### config.mk
export PLATFORM = sky130hd
export DESIGN_NAME = tbc_round_seq
export DESIGN_NICKNAME = d
export VERILOG_FILES = /design/src/rtl/tbc_seq_pkg.sv /design/src/rtl/tbc_sub_layer.sv /design/src/rtl/tbc_sched_ctrl.sv /design/src/rtl/tbc_round_dp.sv /design/src/rtl/tbc_round_seq.sv
export SDC_FILE = /design/constraint.sdc
export NUM_CORES = 1
export LEC_CHECK = 0
export ABC_CLOCK_PERIOD_IN_PS = 3700
export BUFFER_PORTS_ARGS = -buffer_cell sky130_fd_sc_hd__buf_2
export CAP_MARGIN = 20
export CORE_MARGIN = 3
export CORE_UTILIZATION = 55
export CTS_CLUSTER_SIZE = 8
export DETAILED_ROUTE_END_ITERATION = 10
export GPL_ROUTABILITY_DRIVEN = 0
export GPL_TIMING_DRIVEN = 1
export PLACE_DENSITY = 0.79
export SYNTH_ARGS = -nofsm -noshare
export SYNTH_HDL_FRONTEND = slang
export SYNTH_HIERARCHICAL = 1
export SYNTH_SLANG_ARGS = --single-unit
### constraint.sdc
create_clock -name clk -period 3.7 [get_ports clk]
set_clock_uncertainty 0.1 [all_clocks]
set_input_delay 0.74 -clock clk [delete_from_list [all_inputs] [get_ports clk]]
set_output_delay 0.74 -clock clk [all_outputs]
set_load 0.01 [all_outputs]
### src/rtl/tbc_seq_pkg.sv
package tbc_seq_pkg;

  typedef enum logic {
    SEQ_IDLE = 1'b0,
    SEQ_RUN  = 1'b1
  } seq_state_e;

  // Stand-in nonlinear byte map for the substitution layer.
  function automatic logic [7:0] sub_byte(input logic [7:0] b);
    logic [7:0] r1;
    logic [7:0] r2;
    r1 = {b[6:0], b[7]};
    r2 = {b[5:0], b[7:6]};
    return b ^ (r1 & r2) ^ 8'h5A;
  endfunction

endpackage

### src/rtl/tbc_sub_layer.sv
module tbc_sub_layer #(
  parameter int BLK_W = 128
) (
  input  logic [BLK_W-1:0] din,
  output logic [BLK_W-1:0] dout
);
  localparam int NBYTES = BLK_W / 8;

  for (genvar g = 0; g < NBYTES; g++) begin : g_byte
    assign dout[g*8 +: 8] = tbc_seq_pkg::sub_byte(din[g*8 +: 8]);
  end

endmodule

### src/rtl/tbc_sched_ctrl.sv
module tbc_sched_ctrl #(
  parameter int STEPS = 10,
  parameter int RPS   = 2,
  parameter int RC_W  = 16,
  parameter int STEP_SH = 8
) (
  input  logic            clk,
  input  logic            rst_n,
  input  logic            start_i,
  output logic            load_o,
  output logic            run_o,
  output logic            tk_upd_o,
  output logic            fin_o,
  output logic [RC_W-1:0] rc_o,
  output logic            done_o
);
  import tbc_seq_pkg::*;

  localparam int STEP_W = (STEPS > 1) ? $clog2(STEPS) : 1;
  localparam int RND_W  = (RPS > 1) ? $clog2(RPS) : 1;
  localparam logic [STEP_W-1:0] STEP_LAST = STEP_W'(STEPS - 1);
  localparam logic [RND_W-1:0]  RND_LAST  = RND_W'(RPS - 1);

  seq_state_e        st_q, st_d;
  logic [STEP_W-1:0] step_q, step_d;
  logic [RND_W-1:0]  rnd_q, rnd_d;
  logic              done_q, done_d;
  logic              running, last_rnd, last_step;

  assign running   = (st_q == SEQ_RUN);
  assign last_rnd  = (rnd_q == RND_LAST);
  assign last_step = (step_q == STEP_LAST);

  // Next-state process
  always_comb begin
    st_d   = st_q;
    step_d = step_q;
    rnd_d  = rnd_q;
    done_d = 1'b0;
    unique case (st_q)
      SEQ_IDLE: begin
        if (start_i) begin
          st_d   = SEQ_RUN;
          step_d = '0;
          rnd_d  = '0;
        end
      end
      SEQ_RUN: begin
        if (last_rnd) begin
          rnd_d = '0;
          if (last_step) begin
            st_d   = SEQ_IDLE;
            step_d = '0;
            done_d = 1'b1;
          end else begin
            step_d = step_q + 1'b1;
          end
        end else begin
          rnd_d = rnd_q + 1'b1;
        end
      end
      default: st_d = SEQ_IDLE;
    endcase
  end

  // Register process
  always_ff @(posedge clk or negedge rst_n) begin
    if (!rst_n) begin
      st_q   <= SEQ_IDLE;
      step_q <= '0;
      rnd_q  <= '0;
      done_q <= 1'b0;
    end else begin
      st_q   <= st_d;
      step_q <= step_d;
      rnd_q  <= rnd_d;
      done_q <= done_d;
    end
  end

  assign load_o   = (st_q == SEQ_IDLE) && start_i;
  assign run_o    = running;
  assign tk_upd_o = running && last_rnd;
  assign fin_o    = running && last_rnd && last_step;
  assign done_o   = done_q;
  assign rc_o     = (RC_W'(step_q) << STEP_SH) | RC_W'(rnd_q);

endmodule

### src/rtl/tbc_round_dp.sv
module tbc_round_dp #(
  parameter int BLK_W   = 128,
  parameter int RC_W    = 16,
  parameter int TWK_ROT = 8,
  parameter int LIN_A   = 29,
  parameter int LIN_B   = 77
) (
  input  logic             clk,
  input  logic             rst_n,
  input  logic             load_i,
  input  logic             run_i,
  input  logic             tk_upd_i,
  input  logic             fin_i,
  input  logic [RC_W-1:0]  rc_i,
  input  logic [BLK_W-1:0] block_i,
  input  logic [BLK_W-1:0] key_i,
  input  logic [BLK_W-1:0] tweak_i,
  output logic [BLK_W-1:0] result_o
);
  logic [BLK_W-1:0] state_q, state_d;
  logic [BLK_W-1:0] key_q, key_d;
  logic [BLK_W-1:0] twk_q, twk_d;
  logic [BLK_W-1:0] res_q, res_d;
  logic             state_en, key_en, twk_en, res_en;
  logic [BLK_W-1:0] tk, mix_in, sub_out, lin_out, twk_rot;

  assign tk     = key_q ^ twk_q;
  assign mix_in = state_q ^ tk ^ BLK_W'(rc_i);

  tbc_sub_layer #(.BLK_W(BLK_W)) i_sub (
    .din  (mix_in),
    .dout (sub_out)
  );

  assign lin_out = sub_out
                 ^ ((sub_out << LIN_A) | (sub_out >> (BLK_W - LIN_A)))
                 ^ ((sub_out << LIN_B) | (sub_out >> (BLK_W - LIN_B)));

  assign twk_rot = (twk_q << TWK_ROT) | (twk_q >> (BLK_W - TWK_ROT));

  // Next-state process with explicit enables
  always_comb begin
    state_en = load_i | run_i;
    state_d  = load_i ? block_i : lin_out;
    key_en   = load_i;
    key_d    = key_i;
    twk_en   = load_i | (run_i & tk_upd_i);
    twk_d    = load_i ? tweak_i : twk_rot;
    res_en   = fin_i;
    res_d    = lin_out;
  end

  // Register process
  always_ff @(posedge clk or negedge rst_n) begin
    if (!rst_n) begin
      state_q <= '0;
      key_q   <= '0;
      twk_q   <= '0;
      res_q   <= '0;
    end else begin
      if (state_en) state_q <= state_d;
      if (key_en)   key_q   <= key_d;
      if (twk_en)   twk_q   <= twk_d;
      if (res_en)   res_q   <= res_d;
    end
  end

  assign result_o = res_q;

endmodule

### src/rtl/tbc_round_seq.sv
module tbc_round_seq #(
  parameter int BLK_W   = 128,
  parameter int STEPS   = 10,
  parameter int RPS     = 2,
  parameter int RC_W    = 16,
  parameter int STEP_SH = 8,
  parameter int TWK_ROT = 8,
  parameter int LIN_A   = 29,
  parameter int LIN_B   = 77
) (
  input  logic             clk,
  input  logic             rst_n,
  input  logic             start_i,
  input  logic [BLK_W-1:0] block_i,
  input  logic [BLK_W-1:0] key_i,
  input  logic [BLK_W-1:0] tweak_i,
  output logic             busy_o,
  output logic             tk_upd_o,
  output logic [RC_W-1:0]  rc_o,
  output logic             done_o,
  output logic [BLK_W-1:0] result_o
);
  logic load, run, tk_upd, fin;
  logic [RC_W-1:0] rc;

  tbc_sched_ctrl #(
    .STEPS(STEPS), .RPS(RPS), .RC_W(RC_W), .STEP_SH(STEP_SH)
  ) i_ctrl (
    .clk      (clk),
    .rst_n    (rst_n),
    .start_i  (start_i),
    .load_o   (load),
    .run_o    (run),
    .tk_upd_o (tk_upd),
    .fin_o    (fin),
    .rc_o     (rc),
    .done_o   (done_o)
  );

  tbc_round_dp #(
    .BLK_W(BLK_W), .RC_W(RC_W), .TWK_ROT(TWK_ROT), .LIN_A(LIN_A), .LIN_B(LIN_B)
  ) i_dp (
    .clk      (clk),
    .rst_n    (rst_n),
    .load_i   (load),
    .run_i    (run),
    .tk_upd_i (tk_upd),
    .fin_i    (fin),
    .rc_i     (rc),
    .block_i  (block_i),
    .key_i    (key_i),
    .tweak_i  (tweak_i),
    .result_o (result_o)
  );

  assign busy_o   = run;
  assign tk_upd_o = tk_upd;
  assign rc_o     = rc;

endmodule

==> summary.txt <==
Outcome
  • Outcome: finished, final reports clean

Worst setup path
  • Critical path class: register to register
  • Worst setup EP type: register
  • Largest fanout on the critical path: 3
  • Worst Path Arrival: 3.73 ns
  • Worst Setup Start Kind: register
  • Worst Path Required: 4.08 ns

Synth
  • Synth cell types: 27
  • Syn Area/Cell: 13.11 um^2
  • Synthesized cell area: 28970 um^2
  • Post-synth top area share: 44.84%
  • Register area share after synthesis: 44.84%
  • Post-synthesis register bit count: 519
  • Largest cells by area after synthesis: dfrtp_1 45%, mux2_2 15%, xor3_1 11%
  • Synthesis warning total: 6
  • Synth area leader: dfrtp_1
  • Post-Synthesis Cells: 2210

CTS
  • H-tree depth: 3
  • Cts hold-fix bufs: 0
  • Clk Latency, worst-skew pair: 0.61 ns
  • Clock sinks: 519
  • Root Buffer: clkbuf_16
  • Total setup buffers inserted after CTS: 0
  • PostCTS Resize Cnt: 0
  • CTS tree: built
  • Clk slew on worst S/H paths: 0.05 ns
  • CTS Buffer Depth: 3
  • CTS Buf Count: 74

STA
  • Pins Over Slew Limit: 0
  • Setup violators final: 0
  • FMAX: 299.1 MHz
  • Worst slew margin: 33.73%
  • Final hold vios: 0
  • Crit share post-route: 90.35%
  • Min Tclk post-route: 3.343 ns
  • TNS Setup: 0 ns
  • Worst Tran Pin Value: 0.9940 ns
  • RSZ-0062 raised after global routing: false

Final layout
  • P&R area growth vs syn: 18.90%
  • Final instance area: 34440 um^2
  • Layout cells sized above 1: 37.70%
  • Final Util: 66.59%
  • Nets: 3144

Min path
  • Class of the worst hold path: input port to asynchronous set/reset pin

Floorplanning
  • Row count: 83
  • DIE HEIGHT: 235.5 um
  • Core ar.: 51720 um^2
  • Die Wd: 235.5 um
  • Starting Density: 56.01%
  • Top-level port count: 534
  • Die area: 55450 um^2

Run
  • Max Cap Viol: 0

Global route
  • Via count of the first global-routing pass: 21.60k
  • Congestion Overflow GR: 0
  • GRT Overall Usage: 35.93%
  • Global-route wire length before repair: 145400 um
  • Initial antenna violation count: 8
  • Largest net degree at the start of global routing: 124

Drt
  • Via count: 20.36k
  • Final WL: 100600 um
  • Drt initial violations: 1947
  • WL/cell: 29.22 um
  • Remaining antenna violation count: 0
  • Remaining DRCs: 0
  • DR vias/cell: 5.909
  • Drt pass-1 iters: 5

Placed design
  • Placed cell area: 32440 um^2
  • DP HPWL: 78570 um
  • Port Buffer Count: 522
==> registers in the layout, summed over array words and instances (netlist names) <==
signal	cells
i_ctrl/done_o	1
i_ctrl/last_rnd	1
i_ctrl/run_o	1
i_ctrl/step_q	4
i_dp/key_q	128
i_dp/result_o	128
i_dp/state_q	128
i_dp/twk_q	128
==> final timing paths <==
check	startpoint	end	slack, ns	cells after the start
max	i_dp/key_q[38]	i_dp/state_q[39]	0.36	7
min	rst_n	i_dp/twk_q[105]	0.01	1
max reg2reg	i_dp/key_q[38]	i_dp/state_q[39]	0.36	7
min reg2reg	i_dp/result_o[1]	i_dp/result_o[1]	0.40	1
max in group asynchronous	rst_n	i_dp/key_q[33]	2.28	3
min in group clk	tweak_i[46]	i_dp/twk_q[46]	0.25	3
==> synth_stat cells <==
library cell  count
o211ai_2          1
nor2_1            4
ha_1              2
mux2i_1         129
o21bai_1          1
buf_2            66
nand2_2           1
xor3_1          128
xor2_1           80
and2b_2           1
nand2b_1          1
or3_1             1
clkbuf_1         17
nand2_1         261
mux2_1          128
xnor2_1         320
buf_4            27
buf_6             1
o21ai_1         120
dfrtp_1         519
mux2_2          385
conb_1            1
o2bb2ai_1         1
inv_1             2
o21ai_0          10
nand3_1           2
nand3b_1          1
==> metal layers <==
layer / GRT usage, % / routed length, um / vias up
li1: - / - / 8628
met1: 46.06 / 38320 / 10320
met2: 57.14 / 47290 / 1131
met3: 9.360 / 9386 / 276
met4: 17.42 / 5623 / 4
met5: 0 / 30 / -
==> worst max-delay path, cell delays in order, from the launching register on <==
cell and delay, ns:
dfrtp_1 0.42, xnor2_1 0.16, xnor2_1 0.41, nand2_1 0.13, xnor2_1 0.79, xor3_1 0.62, mux2_2 0.32, mux2_2 0.26
==> cell usage in the layout, fill, tap and decap left out, types with 4 or more instances in the layout <==
cell and instances:
buf_2 521, dfrtp_1 518, mux2_2 385, xnor2_1 320, nand2_1 260, mux2i_1 129
xor3_1 128, mux2_1 128, o21ai_1 120, xor2_1 80, clkbuf_16 79, buf_4 33
buf_12 15, conb_1 11, o21ai_0 10, diode_2 4
==> cell families after synthesis <==
| group | synth area share [%] |
|---|---|
| simple gates | 3.590 |
| fa+ha+maj | 0.08638 |
| other cells | 0.01295 |
| mux | 24.40 |
| xor+xnor | 22.60 |
| flops | 44.84 |
| buf+inv | 2.125 |
| compound gates | 2.346 |
==> through the flow <==
stage          setup WS, ns  hold slack (ns)  std cells
5_1_grt              0.3960          0.03957       3443
3_5_place_dp         0.5806           0.3899       3359
6_report             0.3569         0.009854       3445
3_3_place_gp         0.6005           0.3858       3359
4_1_cts              0.4844          0.03021       3441
2_1_floorplan         1.367           0.3444       2220
==> cell type report <==
type / instances / area [um^2]
repair buffers: 570 / 3171
fillers: 3804 / 17280
inverters: 2 / 7.507
diodes: 4 / 10.01
clock buffers: 81 / 1984
multi-input cells: 1588 / 15420
clock inverters: 1 / 8.758
well taps: 680 / 850.8
flip-flops and latches: 519 / 12990
Power is not shown: default switching activity piles up to over one toggle a cycle in this logic, so the estimate is an artifact.
